$ cat config.mk
export PLATFORM = sky130hd
export DESIGN_NAME = bank_decoder
export DESIGN_NICKNAME = d
export VERILOG_FILES = /design/src/rtl/bank_decoder_pkg.sv /design/src/rtl/bank_rst_sync.sv /design/src/rtl/bank_region_decode.sv /design/src/rtl/bank_select_drive.sv /design/src/rtl/bank_wait_gen.sv /design/src/rtl/bank_decoder.sv
export SDC_FILE = /design/constraint.sdc
export NUM_CORES = 1
export LEC_CHECK = 0
export BUFFER_PORTS_ARGS = -buffer_cell sky130_fd_sc_hd__buf_4
export CORE_AREA = 3 3 40 42
export DETAILED_ROUTE_END_ITERATION = 10
export DIE_AREA = 0 0 43 45
export HOLD_SLACK_MARGIN = 0.15
export PLACE_DENSITY = 0.75
export SLEW_MARGIN = 15
export SYNTH_ARGS = -nofsm -noshare
export SYNTH_HDL_FRONTEND = slang
export SYNTH_SLANG_ARGS = --single-unit
export TNS_END_PERCENT = 1
$ cat constraint.sdc
create_clock -name clk -period 4.2 [get_ports clk]
set_clock_uncertainty 0.1 [all_clocks]
set_input_delay 0.42 -clock clk [delete_from_list [all_inputs] [get_ports clk]]
set_output_delay 0.42 -clock clk [all_outputs]
set_load 0.005 [all_outputs]
$ cat src/rtl/bank_decoder_pkg.sv
package bank_decoder_pkg;

  typedef enum logic [2:0] {
    RG_NONE = 3'd0,
    RG_BRAM = 3'd1,
    RG_XRAM = 3'd2,
    RG_LROM = 3'd3,
    RG_HROM = 3'd4,
    RG_IO   = 3'd5,
    RG_MGMT = 3'd6
  } region_e;

  // bank-zero window boundaries (16-bit offsets within bank zero)
  localparam logic [15:0] LROM_BASE = 16'hC000;
  localparam logic [15:0] IO_BASE   = 16'hD000;
  localparam logic [15:0] PROT_BASE = 16'hD800;
  localparam logic [15:0] MGMT_BASE = 16'hDF00;
  localparam logic [15:0] HROM_BASE = 16'hE000;

  // first address above extended RAM
  localparam logic [23:0] XRAM_LIMIT = 24'h100000;

  // size of one peripheral page in address bits
  localparam int unsigned IO_PAGE_W = 8;

endpackage

$ cat src/rtl/bank_rst_sync.sv
module bank_rst_sync (
  input  logic clk,
  input  logic rst_n,
  output logic srst_n
);
  logic [1:0] stage_q;

  always_ff @(posedge clk or negedge rst_n) begin
    if (!rst_n) begin
      stage_q <= 2'b00;
    end else begin
      stage_q <= {stage_q[0], 1'b1};
    end
  end

  assign srst_n = stage_q[1];
endmodule

$ cat src/rtl/bank_region_decode.sv
module bank_region_decode
  import bank_decoder_pkg::*;
#(
  parameter int unsigned ADDR_W   = 24,
  parameter int unsigned IO_DEVS  = 8,
  localparam int unsigned IO_IDX_W = (IO_DEVS > 1) ? $clog2(IO_DEVS) : 1
) (
  input  logic [ADDR_W-1:0]   addr,
  input  logic                ovl_lorom,
  input  logic                ovl_ioram,
  input  logic                ovl_hiram,
  output region_e             region,
  output logic [IO_IDX_W-1:0] io_idx,
  output logic                slow
);
  logic [15:0]       offs;
  logic [ADDR_W-17:0] bank;

  always_comb begin
    offs   = addr[15:0];
    bank   = addr[ADDR_W-1:16];
    region = RG_NONE;
    if (bank == '0) begin
      if (offs < LROM_BASE) begin
        region = RG_BRAM;
      end else if (offs < IO_BASE) begin
        region = ovl_lorom ? RG_LROM : RG_BRAM;
      end else if (offs < PROT_BASE) begin
        region = ovl_ioram ? RG_BRAM : RG_IO;
      end else if (offs < MGMT_BASE) begin
        region = RG_BRAM;
      end else if (offs < HROM_BASE) begin
        region = RG_MGMT;
      end else begin
        region = ovl_hiram ? RG_BRAM : RG_HROM;
      end
    end else if (addr < XRAM_LIMIT) begin
      region = RG_XRAM;
    end
  end

  assign io_idx = addr[IO_PAGE_W +: IO_IDX_W];
  assign slow   = (region == RG_LROM) || (region == RG_HROM) || (region == RG_IO);
endmodule

$ cat src/rtl/bank_select_drive.sv
module bank_select_drive
  import bank_decoder_pkg::*;
#(
  parameter int unsigned IO_DEVS  = 8,
  localparam int unsigned IO_IDX_W = (IO_DEVS > 1) ? $clog2(IO_DEVS) : 1
) (
  input  logic                en,
  input  region_e             region,
  input  logic [IO_IDX_W-1:0] io_idx,
  output logic                bram_cs_n,
  output logic                xram_cs_n,
  output logic                lrom_cs_n,
  output logic                hrom_cs_n,
  output logic                mgmt_cs_n,
  output logic [IO_DEVS-1:0]  io_cs_n
);
  assign bram_cs_n = !(en && region == RG_BRAM);
  assign xram_cs_n = !(en && region == RG_XRAM);
  assign lrom_cs_n = !(en && region == RG_LROM);
  assign hrom_cs_n = !(en && region == RG_HROM);
  assign mgmt_cs_n = !(en && region == RG_MGMT);

  for (genvar g = 0; g < IO_DEVS; g++) begin : g_io
    assign io_cs_n[g] = !(en && region == RG_IO && io_idx == IO_IDX_W'(g));
  end
endmodule

$ cat src/rtl/bank_wait_gen.sv
module bank_wait_gen #(
  parameter int unsigned WAIT_STATES = 1,
  localparam int unsigned CNT_W = $clog2(WAIT_STATES + 1)
) (
  input  logic clk,
  input  logic srst_n,
  input  logic slow,
  output logic rdy
);
  logic [CNT_W-1:0] cnt_q;
  logic [CNT_W-1:0] cnt_d;
  logic             cnt_en;
  logic             stall;

  always_comb begin
    stall  = slow && (cnt_q < CNT_W'(WAIT_STATES));
    cnt_d  = stall ? cnt_q + CNT_W'(1) : '0;
    cnt_en = slow || (cnt_q != '0);
  end

  always_ff @(posedge clk or negedge srst_n) begin
    if (!srst_n) begin
      cnt_q <= '0;
    end else if (cnt_en) begin
      cnt_q <= cnt_d;
    end
  end

  assign rdy = !stall;
endmodule

$ cat src/rtl/bank_decoder.sv
module bank_decoder
  import bank_decoder_pkg::*;
#(
  parameter int unsigned ADDR_W      = 24,
  parameter int unsigned IO_DEVS     = 8,
  parameter int unsigned WAIT_STATES = 1,
  localparam int unsigned IO_IDX_W   = (IO_DEVS > 1) ? $clog2(IO_DEVS) : 1
) (
  input  logic               clk,
  input  logic               rst_n,
  input  logic [ADDR_W-1:0]  addr,
  input  logic               rwb,
  input  logic               phi2,
  input  logic               ovl_lorom,
  input  logic               ovl_ioram,
  input  logic               ovl_hiram,
  output logic               bram_cs_n,
  output logic               xram_cs_n,
  output logic               lrom_cs_n,
  output logic               hrom_cs_n,
  output logic               mgmt_cs_n,
  output logic [IO_DEVS-1:0] io_cs_n,
  output logic               rd_n,
  output logic               rdy
);
  logic                sys_rst_n;
  region_e             region;
  logic [IO_IDX_W-1:0] io_idx;
  logic                slow_raw;

  bank_rst_sync u_rst (
    .clk    (clk),
    .rst_n  (rst_n),
    .srst_n (sys_rst_n)
  );

  bank_region_decode #(
    .ADDR_W  (ADDR_W),
    .IO_DEVS (IO_DEVS)
  ) u_dec (
    .addr      (addr),
    .ovl_lorom (ovl_lorom),
    .ovl_ioram (ovl_ioram),
    .ovl_hiram (ovl_hiram),
    .region    (region),
    .io_idx    (io_idx),
    .slow      (slow_raw)
  );

  bank_select_drive #(
    .IO_DEVS (IO_DEVS)
  ) u_sel (
    .en        (sys_rst_n),
    .region    (region),
    .io_idx    (io_idx),
    .bram_cs_n (bram_cs_n),
    .xram_cs_n (xram_cs_n),
    .lrom_cs_n (lrom_cs_n),
    .hrom_cs_n (hrom_cs_n),
    .mgmt_cs_n (mgmt_cs_n),
    .io_cs_n   (io_cs_n)
  );

  bank_wait_gen #(
    .WAIT_STATES (WAIT_STATES)
  ) u_wait (
    .clk    (clk),
    .srst_n (sys_rst_n),
    .slow   (slow_raw && sys_rst_n),
    .rdy    (rdy)
  );

  assign rd_n = !(sys_rst_n && rwb && phi2);
endmodule

# == After elaboration in Yosys (flattened, before gate mapping) ==
# Index checks and enable logic that the tools add are counted.
# word_totals
regBits,3
out_inout_bits,15
# classes
addsub,1
magnitude_cmp,7
eq_ne,13
n_mux,11
n_reduce_logical,38
# op_table
operator,n
less-than comparator 16 bit (second input constant),5
less-than comparator 24 x 21 -> 1 bit (second input constant),1
2-to-1 mux 3 bit,8
== test 3 bit (second input constant),7
logical AND 1 bit,18
logical NOT 1 bit,15
== test 3 x 2 -> 1 bit (second input constant),4
logical NOT 8 bit,1
== test 3 x 1 -> 1 bit (second input constant),2
2-to-1 mux 2 bit,2
logical NOT 3 bit,1
logical OR 1 bit,3
adder 1 bit (second input constant),1
less-than comparator 1 bit (second input constant),1
2-to-1 mux 1 bit,1

# == Depth between registers and ports, before layout ==
# Gate-level depths: netlist (run 1).
# logic_depth
ltp_word,13
mapped_depth,6

# == By module ==
# Synthesis (run 1) repeated with hierarchy kept, for this count alone.
# hier_totals
cells_unflattened,53
hier_area_um2,405.4
# by_module_without_submodules
module,instances,cells_each,area_per_inst_um2
bank_region_decode,1,24,165.2
bank_select_drive,1,21,137.6
bank_rst_sync,1,3,53.8
bank_wait_gen,1,3,37.5
bank_decoder,1,2,11.3

# == Least setup slack after synthesis (run 1) ==
# No wires, ideal clock.
# synth_timing
path_type,in2out
start,input addr[17]
end,output rdy
arrival_time_ns,1.535
slack_ns,2.145
cell_stages,4
path_buffers,0
cell_sequence,or4_4 > a21oi_4 > xor2_1 > or3_1
# synth_via
elab_chain_cells,9
word_cells_on_any_way,12
# synth_lines
item,line_no,text
"start, declared",bank_decoder.sv:11,"input logic [ADDR_W-1:0] addr,"
less-than comparator 24 x 21 -> 1 bit,bank_region_decode.sv:37,end else if (addr < XRAM_LIMIT) begin
2-to-1 mux 2 bit,bank_region_decode.sv:37,
2-to-1 mux 3 bit *,bank_region_decode.sv:23,if (bank == '0) begin
== test 3 x 2 -> 1 bit / == test 3 bit (equally long branches),bank_region_decode.sv:43,assign slow = (region == RG_LROM) || (region == RG_HROM) || (region == RG_IO);
logical OR 1 bit,bank_region_decode.sv:43,
logical OR 1 bit *,bank_region_decode.sv:43,
logical AND 1 bit *,bank_decoder.sv:69,".slow (slow_raw && sys_rst_n),"
logical AND 1 bit *,bank_wait_gen.sv:16,stall = slow && (cnt_q < CNT_W'(WAIT_STATES));
logical NOT 1 bit *,bank_wait_gen.sv:29,assign rdy = !stall;
"end, declared",bank_decoder.sv:24,output logic rdy
# Mark *: on every way between the ends. The rest lies on a longest branch, timed or not.

# == Worst setup path in the final report (run 1) ==
# layout_timing
start,input addr[17]
end,output io_cs_n[1]
# layout_via
elab_chain_cells,7
word_cells_on_any_way,8
# layout_lines
item,line_no,text
less-than comparator 24 x 21 -> 1 bit,bank_region_decode.sv:37,
2-to-1 mux 2 bit,bank_region_decode.sv:37,
2-to-1 mux 3 bit *,bank_region_decode.sv:23,
== test 3 bit *,bank_select_drive.sv:24,assign io_cs_n[g] = !(en && region == RG_IO && io_idx == IO_IDX_W'(g));
logical AND 1 bit * (2 in series),bank_select_drive.sv:24,
logical NOT 1 bit *,bank_select_drive.sv:24,
"end, declared",bank_decoder.sv:22,"output logic [IO_DEVS-1:0] io_cs_n,"
# Marked as above.

==> flow_metrics.py, run 1 <==
metrics = {
    "status": {
        "status": "finished, final reports clean",
    },
    "cts": {
        "clk_pin_slew_ns": 0.04,
        "clk_latency_ns": 0.23,
        "cts_tree": "built",
        "cts_resized": 0,
        "cts.sinks": 3,
        "cts_setup_buffers": 0,
        "cts-buffers-inserted": 3,
        "hold_buffers": 2,
        "clockBufferDepth": 2,
        "h-tree-depth": 1,
        "root_buffer": "clkbuf_4",
    },
    "power_and_ir_drop": {
        "p_leak_nw": 0.320,
        "powerDensity_mw_per_mm2": 161,
        "vdd_drop_max_mv": 0.101,
        "finalPower_uw": 121,
    },
    "worst_setup_path": {
        "start_kind": "input pin",
        "cp_max_fo": 9,
        "end_kind": "primary output",
        "r2r-end": "u_wait.cnt_q$_DFFE_PN0P_",
        "critPathKind": "input pin to primary output",
        "reg2reg_from": "u_rst.stage_q[1]$_DFF_PN0_",
        "required_ns": 3.68,
        "arrival_ns": 1.92,
        "worstRegToRegCells": 2,
        "r2r_setup_slack_ns": 3.27,
    },
    "layout": {
        "final_area_um2": 749,
        "final_common_cell": "buf_4",
        "drive_gt1_share_pct": 47.4,
        "area_growth_pct": 78.8,
        "fin_util_pct": 58.3,
        "multi_input_area_um2": 328,
        "fillers": 139,
        "nets": 129,
        "final_cell_mix": "37 x buf_4, 7 x nor2_1, 5 x nand3_1",
        "diodes": 0,
        "regArea_um2": 75.1,
    },
    "sta": {
        "setup_ws_ns": 1.76,
        "final-setup-viol-count": 0,
        "hold_viol": 0,
        "worst_slew_pin_slew_ns": 0.556,
        "drv_slew": 0,
        "period_needed_ns": 2.44,
        "final.setup.tns_ns": 0,
        "fin_crit_sh_pct": 58.1,
        "rsz0062_at_grt": "false",
        "max-slew-margin-rel_pct": 62.8,
        "fmax_ghz": 0.410,
    },
    "routing": {
        "vias_per_cell": 5.18,
        "wl_mm": 1.29,
        "drc": 0,
        "vias": 580,
        "drtIter0Drc": 6,
        "first_pass_iters": 5,
        "wl_per_cell_um": 11.5,
        "ant_nets": 0,
    },
    "global_routing": {
        "grt_antenna_before_repair": 0,
        "grt_pass1_wl_mm": 2.00,
        "grt-ovfl-total": 0,
        "grt_pass1_vias": 530,
        "grt_max_degree": 10,
        "grt_usage_pct": 13.2,
    },
    "floorplan": {
        "coreArea_mm2": 0.00128,
        "fp.dieH_um": 45,
        "rows": 13,
        "die_x_um": 43,
        "dieArea_mm2": 0.00194,
        "ioPinCount": 46,
        "initial_core_util_pct": 32.6,
    },
    "flow_run": {
        "cap_violations": 0,
    },
    "worst_hold_path": {
        "hold_path.class": "register to register",
        "worstHoldStart": "u_rst.stage_q[0]$_DFF_PN0_",
        "holdPathStages": 0,
        "hold_path_end": "u_rst.stage_q[1]$_DFF_PN0_",
    },
    "synth": {
        "syn-instance-count": 56,
        "synthesis.area_um2": 419,
        "synth-seq-cells": 3,
        "synthDominantAreaCellType": "dfrtp_1",
        "synth_nets": 87,
        "yosysWarnings": 0,
        "synthTopCellsByArea": "dfrtp_1 18%, nor2_1 6.3%, nand4b_1 6.3%, nand3_1 6.0%, nand4_1 6.0%",
        "ys_seq_area_share_pct": 17.9,
        "avgSynthCellArea_um2": 7.48,
        "ys_types": 29,
        "synth_top_area_share_pct": 17.9,
    },
    "place": {
        "gp_congestion": 0.738,
        "dpl_cell_area_um2": 703,
        "dp_hpwl_mm": 1.06,
        "numPortBuffers": 37,
        "dp_worst_setup_slack_ns": 1.75,
    },
}
synth_stat cells:
cell / n
nor2b_1: 3
dfrtp_1: 3
a21oi_1: 2
buf_2: 1
o22ai_2: 2
nor4_2: 1
nor4_1: 1
nand3b_1: 2
o211a_1: 1
a21oi_4: 1
xor2_1: 1
o21bai_1: 1
or4_1: 1
nand3_2: 1
nand4_1: 4
or3_1: 1
o31a_1: 1
buf_4: 1
nand2_1: 4
or4_4: 1
conb_1: 1
inv_1: 1
nand4b_1: 3
nor3_1: 1
and2_1: 1
o21ai_0: 3
nand2b_1: 1
nand3_1: 5
nor2_1: 7
kinds of logic (layout without fill, tap and decap cells):
family                 count (synthesis)  after routing  share of synthesized area [%]
AND/OR/NAND/NOR                       37             37                           53.1
AO/OA/AOI/OAI                         11             11                           22.1
flip-flops                             3              3                           17.9
buffers and inverters                  3             44                           3.88
other                                  1              1                          0.895
XOR/XNOR                               1              1                           2.09
registers in the layout, indices dropped and copies added (netlist names):
register	count
u_rst.stage_q	2
u_wait.cnt_q	1
worst max-delay path, cell delays in order:
cell and delay (ns):
buf_4 0.11, nor4_1 0.36, nand3_1 0.20, nor2b_1 0.49
nand4b_1 0.16, buf_4 0.17
routing by layer:
metal | share of wire, % | up-vias | GRT usage [%]
met2 | 51 | 26 | 26.3
met3 | 10 | 0 | 2.39
li1 | - | 294 | -
met5 | 0 | - | 0
met4 | 0 | 0 | 5.42
met1 | 38 | 260 | 13.3
worst max path at each step:
stage                             to  startpoint  cells after the start  slack (ns)
after floorplan                  rdy    addr[17]                      4        2.15
after global placement    io_cs_n[4]    addr[17]                      6        1.81
after detailed placement  io_cs_n[1]    addr[17]                      6        1.75
after CTS                 io_cs_n[1]    addr[17]                      6        1.76
after global routing      io_cs_n[1]    addr[20]                      6        1.60
final                     io_cs_n[1]    addr[17]                      6        1.76
area by class of cell:
class	instances	share of cell area, %
sequential	3	10.0
multi-input combinational	50	43.7
timing repair buffer	39	39.7
inverter	1	0.501
clock buffer	4	3.51
tap	15	2.50
power breakdown:
| part | total [mW] | leakage [nW] | switching (mW) | internal [mW] |
|---|---|---|---|---|
| Sequential | 0.0308 | 0.0373 | 0.000718 | 0.0301 |
| Clock | 0.0503 | 0.0150 | 0.0148 | 0.0356 |
| Combinational | 0.0394 | 0.268 | 0.0174 | 0.0219 |
| Total | 0.121 | 0.320 | 0.0329 | 0.0876 |
stage by stage:
| step | hold WS [ns] | std cells |
|---|---|---|
| detailed placement | -0.0455 | 106 |
| floorplan | -0.0649 | 56 |
| CTS | 0.255 | 112 |
| finish | 0.251 | 112 |
| global placement | -0.0467 | 106 |
| global route | 0.263 | 112 |
Power figures use the tool's default switching activity.
==> run 2, diff against run 1 <==
ABC_AREA = 1   (was default)
CORE_AREA = default   (was 3 3 40 42)
CORE_MARGIN = 3   (was default)
CORE_UTILIZATION = 31   (was default)
DIE_AREA = default   (was 0 0 43 45)
PLACE_DENSITY = 0.73   (was 0.75)
clock period = 2.1 ns   (was 4.2 ns; I/O delays follow)
==> run 2 against run 1 <==
Clock power increased by 100%. Die area increased by 4.2%. Global-route usage fell by 0.48 points. Area after synthesis grew 12%. Combinational power increased by 74%. Worst setup slack got worse by 1.5 ns. Utilization up 1.1 points. Synthesized cell count up 45%. Sequential cell count unchanged. Final area is 8.3% higher. First-iteration DRC count grew 17%. Critical path type unchanged. Largest cell class unchanged. Highest routed layer unchanged.
==> flow_metrics.py, run 2 <==
metrics = {
    "status": {
        "status": "finished, final reports clean",
    },
    "power_and_ir_drop": {
        "powerDensity_mw_per_mm2": 286,
        "p_switching_uw": 62.2,
        "finalPower_uw": 232,
        "p_leak_nw": 0.433,
        "vdd_drop_max_mv": 0.307,
        "p_int_uw": 170,
        "p_comb_share_pct": 29.6,
        "pwr-share-seq_pct": 26.8,
        "swShare_pct": 26.8,
        "p_clk_share_pct": 43.6,
    },
    "layout": {
        "nets": 156,
        "final_area_um2": 812,
        "top_regs": "u_rst.stage_q: 2 flops, u_wait.cnt_q: 1 flops",
        "regMostFlops": "u_rst.stage_q",
        "diodes": 0,
        "final_cells": 139,
        "final_common_cell": "buf_4",
        "final_cell_mix": "37 x buf_4, 22 x nand2_1, 14 x nor2_1",
        "area_growth_pct": 73.1,
        "largest_reg_flops": 2,
        "drive_gt1_share_pct": 42.7,
        "fillers": 142,
    },
    "place": {
        "dp_hpwl_mm": 1.08,
        "gp_congestion": 0.791,
        "numPortBuffers": 37,
        "dp.cells": 133,
        "dpl_cell_area_um2": 766,
    },
    "floorplan": {
        "coreArea_mm2": 0.00137,
        "ioPinCount": 46,
        "initial_core_util_pct": 34.3,
        "rows": 13,
        "dieArea_mm2": 0.00202,
        "fp.dieH_um": 44.9,
        "die_x_um": 44.9,
    },
    "synth": {
        "yosys_most_used_dff": "dfrtp_1",
        "ys_types": 14,
        "avgSynthCellArea_um2": 5.79,
        "synth-seq-cells": 3,
        "async_flop_share_pct": 100,
        "syn-instance-count": 81,
        "synth_top_area_share_pct": 17.6,
        "synthTopCellsByArea": "nand2_1 18%, dfrtp_1 16%, nor2_4 14%, nor2_1 11%, inv_1 10%",
        "yosysMostFrequentCell": "nand2_1",
        "synthesis.area_um2": 469,
        "synth_edf_count": 0,
        "ys_seq_area_share_pct": 16.0,
        "synth_nets": 112,
        "synthDominantAreaCellType": "nand2_1",
        "yosysWarnings": 0,
        "synth_common_cells": "22 x nand2_1, 14 x nor2_1, 13 x inv_1, 9 x nand3_1, 6 x nor2_4",
    },
    "global_routing": {
        "grt_antenna_before_repair": 0,
        "grt_max_degree": 8,
        "grt_usage_pct": 12.7,
        "grt_pass1_vias": 539,
        "grt_pass1_wl_mm": 2.02,
        "grt-ovfl-total": 0,
    },
    "routing": {
        "vias_per_cell": 4.46,
        "drtIter0Drc": 7,
        "vias": 620,
        "wl_mm": 1.24,
        "wl_per_cell_um": 8.94,
        "first_pass_iters": 2,
        "ant_nets": 0,
        "drc": 0,
    },
    "worst_hold_path": {
        "hold_path.class": "input pin to asynchronous set/reset pin",
    },
    "cts": {
        "cts-buffers-inserted": 3,
        "clk_pin_slew_ns": 0.04,
        "root_buffer": "clkbuf_4",
        "cts_setup_buffers": 0,
        "cts_tree": "built",
        "h-tree-depth": 1,
        "clk_latency_ns": 0.23,
        "cts.sinks": 3,
        "clockBufferDepth": 2,
    },
    "worst_setup_path": {
        "critPathKind": "input pin to primary output",
        "start_kind": "input pin",
        "arrival_ns": 1.52,
        "reg2reg_from": "u_rst.stage_q[1]$_DFF_PN0_",
        "worstRegToRegCells": 4,
        "critPathCapture": "io_cs_n[3]",
        "end_kind": "primary output",
        "required_ns": 1.79,
        "cp_max_fo": 6,
        "r2r-end": "u_wait.cnt_q$_DFFE_PN0P_",
        "worstSetupStartpoint": "addr[20]",
        "r2r_setup_slack_ns": 1.13,
    },
    "sta": {
        "final-setup-viol-count": 0,
        "rsz0062_at_grt": "false",
        "hold_viol": 0,
        "fin_crit_sh_pct": 87.3,
        "final.setup.tns_ns": 0,
        "fmax_ghz": 0.545,
        "period_needed_ns": 1.83,
        "drv_slew": 0,
    },
    "flow_run": {
        "cap_violations": 0,
    },
}
## run 2: cell count changes in the layout (fill, tap and decap cells not counted), sizes merged, moves of 3 or more
cell	delta
nand2	+21
nor2b	-3
nor2	+14
o21ai	-3
a21oi	-3
nand4b	-3
nand3	+5
inv	+13
## run 2: power groups by stage
| stage | Combinational (mW) | Sequential [mW] | Clock, mW |
|---|---|---|---|
| final | 0.0686 | 0.0622 | 0.101 |
| after global routing | 0.0774 | 0.0624 | 0.110 |
| after CTS | 0.0692 | 0.0621 | 0.104 |
| after detailed placement | 0.0659 | 0.0630 | 0 |
| after global placement | 0.0643 | 0.0629 | 0 |
| after floorplan | 0.0247 | 0.0624 | 0 |
## run 2: worst min-delay path by stage
stage,cells past startpoint,startpoint,endpoint
after floorplan,0,rst_n,u_rst.stage_q[0]$_DFF_PN0_
after global placement,1,rst_n,u_rst.stage_q[0]$_DFF_PN0_
after detailed placement,1,rst_n,u_rst.stage_q[0]$_DFF_PN0_
after CTS,2,rst_n,u_rst.stage_q[0]$_DFF_PN0_
after global routing,2,rst_n,u_rst.stage_q[0]$_DFF_PN0_
final,2,rst_n,u_rst.stage_q[0]$_DFF_PN0_
## run 2: critical path, stage by stage
cell and delay [ns]:
buf_4 0.11, nor2_1 0.09, nand2_1 0.10, nor2_4 0.19, nand2_1 0.10, nand3_2 0.13, nand2_2 0.08, nor2_4 0.12
nand2_4 0.08, nor2_4 0.11, nand2_1 0.06, buf_4 0.13
## run 2: kinds of logic (layout without fill, tap and decap cells)
family,count (synthesis),in the layout,synth area share [%]
other,1,1,0.799
buffers and inverters,14,57,11.2
flip-flops,3,3,16.0
AND/OR/NAND/NOR,61,61,68.8
AO/OA/AOI/OAI,2,2,3.20
## run 2: through the flow
stage | util (%) | hold slack [ns] | worst slack [ns]
finish | 59.4 | 0.197 | 0.266
global route | 59.4 | 0.196 | 0.0815
CTS | 59.4 | 0.193 | 0.255
detailed placement | 56.0 | -0.105 | 0.259
global placement | 56.0 | -0.108 | 0.292
floorplan | - | -0.186 | 0.611
## run 2: final cells by class
type                    instances  area [um2]  area share [%]
inverters                      14        52.6            6.47
multi-input cells              64         342            42.1
flip-flops and latches          3        75.1            9.24
clock buffers                   4        26.3            3.24
repair buffers                 39         298            36.7
well taps                      15        18.8            2.31
## run 2: what timing repair did
| action | CTS | global route |
|---|---|---|
| endpoints found under the hold margin | 3 | 0 |
| hold buffers | 2 | 0 |
| resized for setup | 0 | 0 |
## run 2: layer usage
| metal | part of all wire, % | vias to the layer above | GRT usage [%] | wire length (um) |
|---|---|---|---|---|
| met3 | 9.3 | 0 | 2.79 | 116 |
| met5 | 0 | - | 0 | 0 |
| met1 | 42 | 254 | 16.2 | 523 |
| li1 | - | 339 | - | - |
| met4 | 0 | 0 | 1.75 | 0 |
| met2 | 48 | 27 | 22.3 | 602 |
==> run 3, diff against run 2 <==
==> constraint.sdc (replaced) <==
create_clock -name clk -period 2.1 [get_ports clk]
set_clock_uncertainty 0.1 [all_clocks]
set_input_delay 0.42 -clock clk [delete_from_list [all_inputs] [get_ports clk]]
set_output_delay 0.42 -clock clk [all_outputs]
set_load 0.005 [all_outputs]
==> run 3 against run 2 <==
The run now ends with negative hold slack, negative setup slack left. Sequential cell count did not move. Wire length is 5.6% higher. Sequential share of layout area shrank 0.57 points. Non-clock buffer count is 7 higher. Critical path type unchanged. Largest power group unchanged.
==> flow_metrics.py, run 3 (synthesis gave the netlist of run 2 again) <==
metrics = {
    "worst_setup_path": {
        "slowest_delay_ns": 0.18,
        "critPathKind": "input pin to primary output",
        "critPathBufInv": 2,
        "crit_chain": "buf_4 -> nor2_1 -> nand2_1 -> nor2_4 -> nand2_1 -> nand3_2 -> nand2_2 -> nor2_4 -> nand2_4 -> nor2_4 -> nand2_1 -> buf_4",
        "cp_top_family": "simple AND/OR/NAND/NOR gates",
        "start_kind": "input pin",
        "required_ns": 1.58,
        "arrival_ns": 1.65,
        "reg2reg_from": "u_rst.stage_q[1]$_DFF_PN0_",
        "cp_max_fo": 5,
        "end_kind": "primary output",
        "worstSetupStartpoint": "addr[23]",
        "cp_slowest_cell": "nor2_4",
    },
    "cts": {
        "cts-buffers-inserted": 3,
        "cts.sinks": 3,
        "cts_setup_buffers": 0,
        "clk_pin_slew_ns": 0.03,
        "h-tree-depth": 1,
        "clk_latency_ns": 0.23,
        "hold_buffers": 1,
        "root_buffer": "clkbuf_4",
        "clockBufferDepth": 2,
        "cts_tree": "built",
    },
    "floorplan": {
        "ioPinCount": 46,
        "coreArea_mm2": 0.00137,
        "initial_core_util_pct": 34.3,
        "fp.dieH_um": 44.9,
        "rows": 13,
        "dieArea_mm2": 0.00202,
        "die_x_um": 44.9,
    },
    "layout": {
        "area_growth_pct": 84.5,
        "final_area_um2": 866,
        "drive_gt1_share_pct": 47.3,
        "final_cell_mix": "45 x buf_4, 22 x nand2_1, 14 x nor2_1",
        "nets": 163,
        "diodes": 0,
        "regMostFlops": "u_rst.stage_q",
        "top_regs": "u_rst.stage_q: 2 flops, u_wait.cnt_q: 1 flops",
        "largest_reg_flops": 2,
        "final_common_cell": "buf_4",
    },
    "global_routing": {
        "grt_pass1_vias": 576,
        "grt_max_degree": 8,
        "grt-ovfl-total": 0,
        "grt_antenna_before_repair": 0,
        "grt_pass1_wl_mm": 2.05,
        "grt_usage_pct": 13.3,
    },
    "sta": {
        "hold_ws_ns": -0.0250,
        "period_needed_ns": 2.17,
        "setup_ws_ns": -0.0746,
        "fmax_ghz": 0.460,
        "rsz0062_at_grt": "true",
        "final-setup-viol-count": 9,
        "hold_viol": 1,
        "fin_crit_sh_pct": 104,
        "drv_slew": 0,
    },
    "status": {
        "violations": "negative hold slack, negative setup slack",
        "status": "finished, violations left",
    },
    "routing": {
        "ant_nets": 0,
        "wl_per_cell_um": 8.98,
        "wl_mm": 1.31,
        "first_pass_iters": 4,
        "vias": 670,
        "drc": 0,
        "drtIter0Drc": 10,
        "vias_per_cell": 4.59,
    },
    "place": {
        "dpl_cell_area_um2": 826,
        "numPortBuffers": 37,
        "dp_hpwl_mm": 1.15,
        "gp_congestion": 0.804,
        "dp_worst_setup_slack_ns": -0.0850,
    },
    "power_and_ir_drop": {
        "vdd_drop_max_mv": 0.285,
        "p_leak_nw": 0.463,
        "powerDensity_mw_per_mm2": 264,
    },
    "worst_hold_path": {
        "hold_path.class": "register to asynchronous set/reset pin",
    },
    "flow_run": {
        "cap_violations": 0,
    },
}
[run 3: cell types whose count changed in the layout (fill, tap and decap cells not counted)]
cell | previous run | this run
buf_4 | 37 | 45
dlygate4sd3_1 | 2 | 1
o21bai_1 | 2 | 1
o21bai_2 | 0 | 1
[run 3: power by group]
group	switching, mW	internal [mW]
registers	0.00205	0.0602
logic	0.0306	0.0395
clock network	0.0253	0.0709
total	0.0580	0.171
[run 3: final timing paths]
kind | end | slack [ns] | depth (start not counted)
setup / recovery | io_cs_n[3] | -0.07 | 12
hold / removal | u_wait.cnt_q$_DFFE_PN0P_ | -0.03 | 0
setup reg to reg | u_wait.cnt_q$_DFFE_PN0P_ | 1.06 | 5
hold reg to reg | u_wait.cnt_q$_DFFE_PN0P_ | -0.03 | 0
max in group asynchronous | u_rst.stage_q[0]$_DFF_PN0_ | 1.40 | 2
min in group clk | u_rst.stage_q[1]$_DFF_PN0_ | 0.25 | 0
[run 3: layout make-up]
class                           instances  area (um2)
Multi-Input combinational cell         64         345
Tap cell                               15        18.8
Timing Repair Buffer                   46         348
Clock buffer                            4        26.3
Fill cell                             142         500
Inverter                               14        52.6
Sequential cell                         3        75.1
[run 3: routing by layer]
layer  track usage [%]  wire, um
met1              14.7       492
met2              23.5       679
met3              3.59       139
met4              5.85         0
met5                 0         0
[run 3: what timing repair did]
action	CTS	global route
pin swaps	0	0
resized for setup	1	0
hold endpoints to repair	3	1
setup endpoints to repair	9	12
[run 3: worst reg2reg max path, stage by stage, from the launching register on]
cell,delay [ns]
dfrtp_1,0.44
inv_1,0.12
nor2_1,0.10
nand2_1,0.07
buf_4,0.13
inv_1,0.04
[run 3: per-stage QoR]
| step | std cells | TNS [ns] | total power [mW] | utilization [%] |
|---|---|---|---|---|
| after CTS | 146 | -0.632 | 0.234 | 63.4 |
| final | 146 | -0.508 | 0.228 | 63.4 |
| after floorplan | 81 | 0 | 0.0872 | - |
| after detailed placement | 141 | -0.599 | 0.132 | 60.4 |
| after global routing | 146 | -1.67 | 0.246 | 63.4 |
| after global placement | 141 | -0.454 | 0.129 | 60.4 |
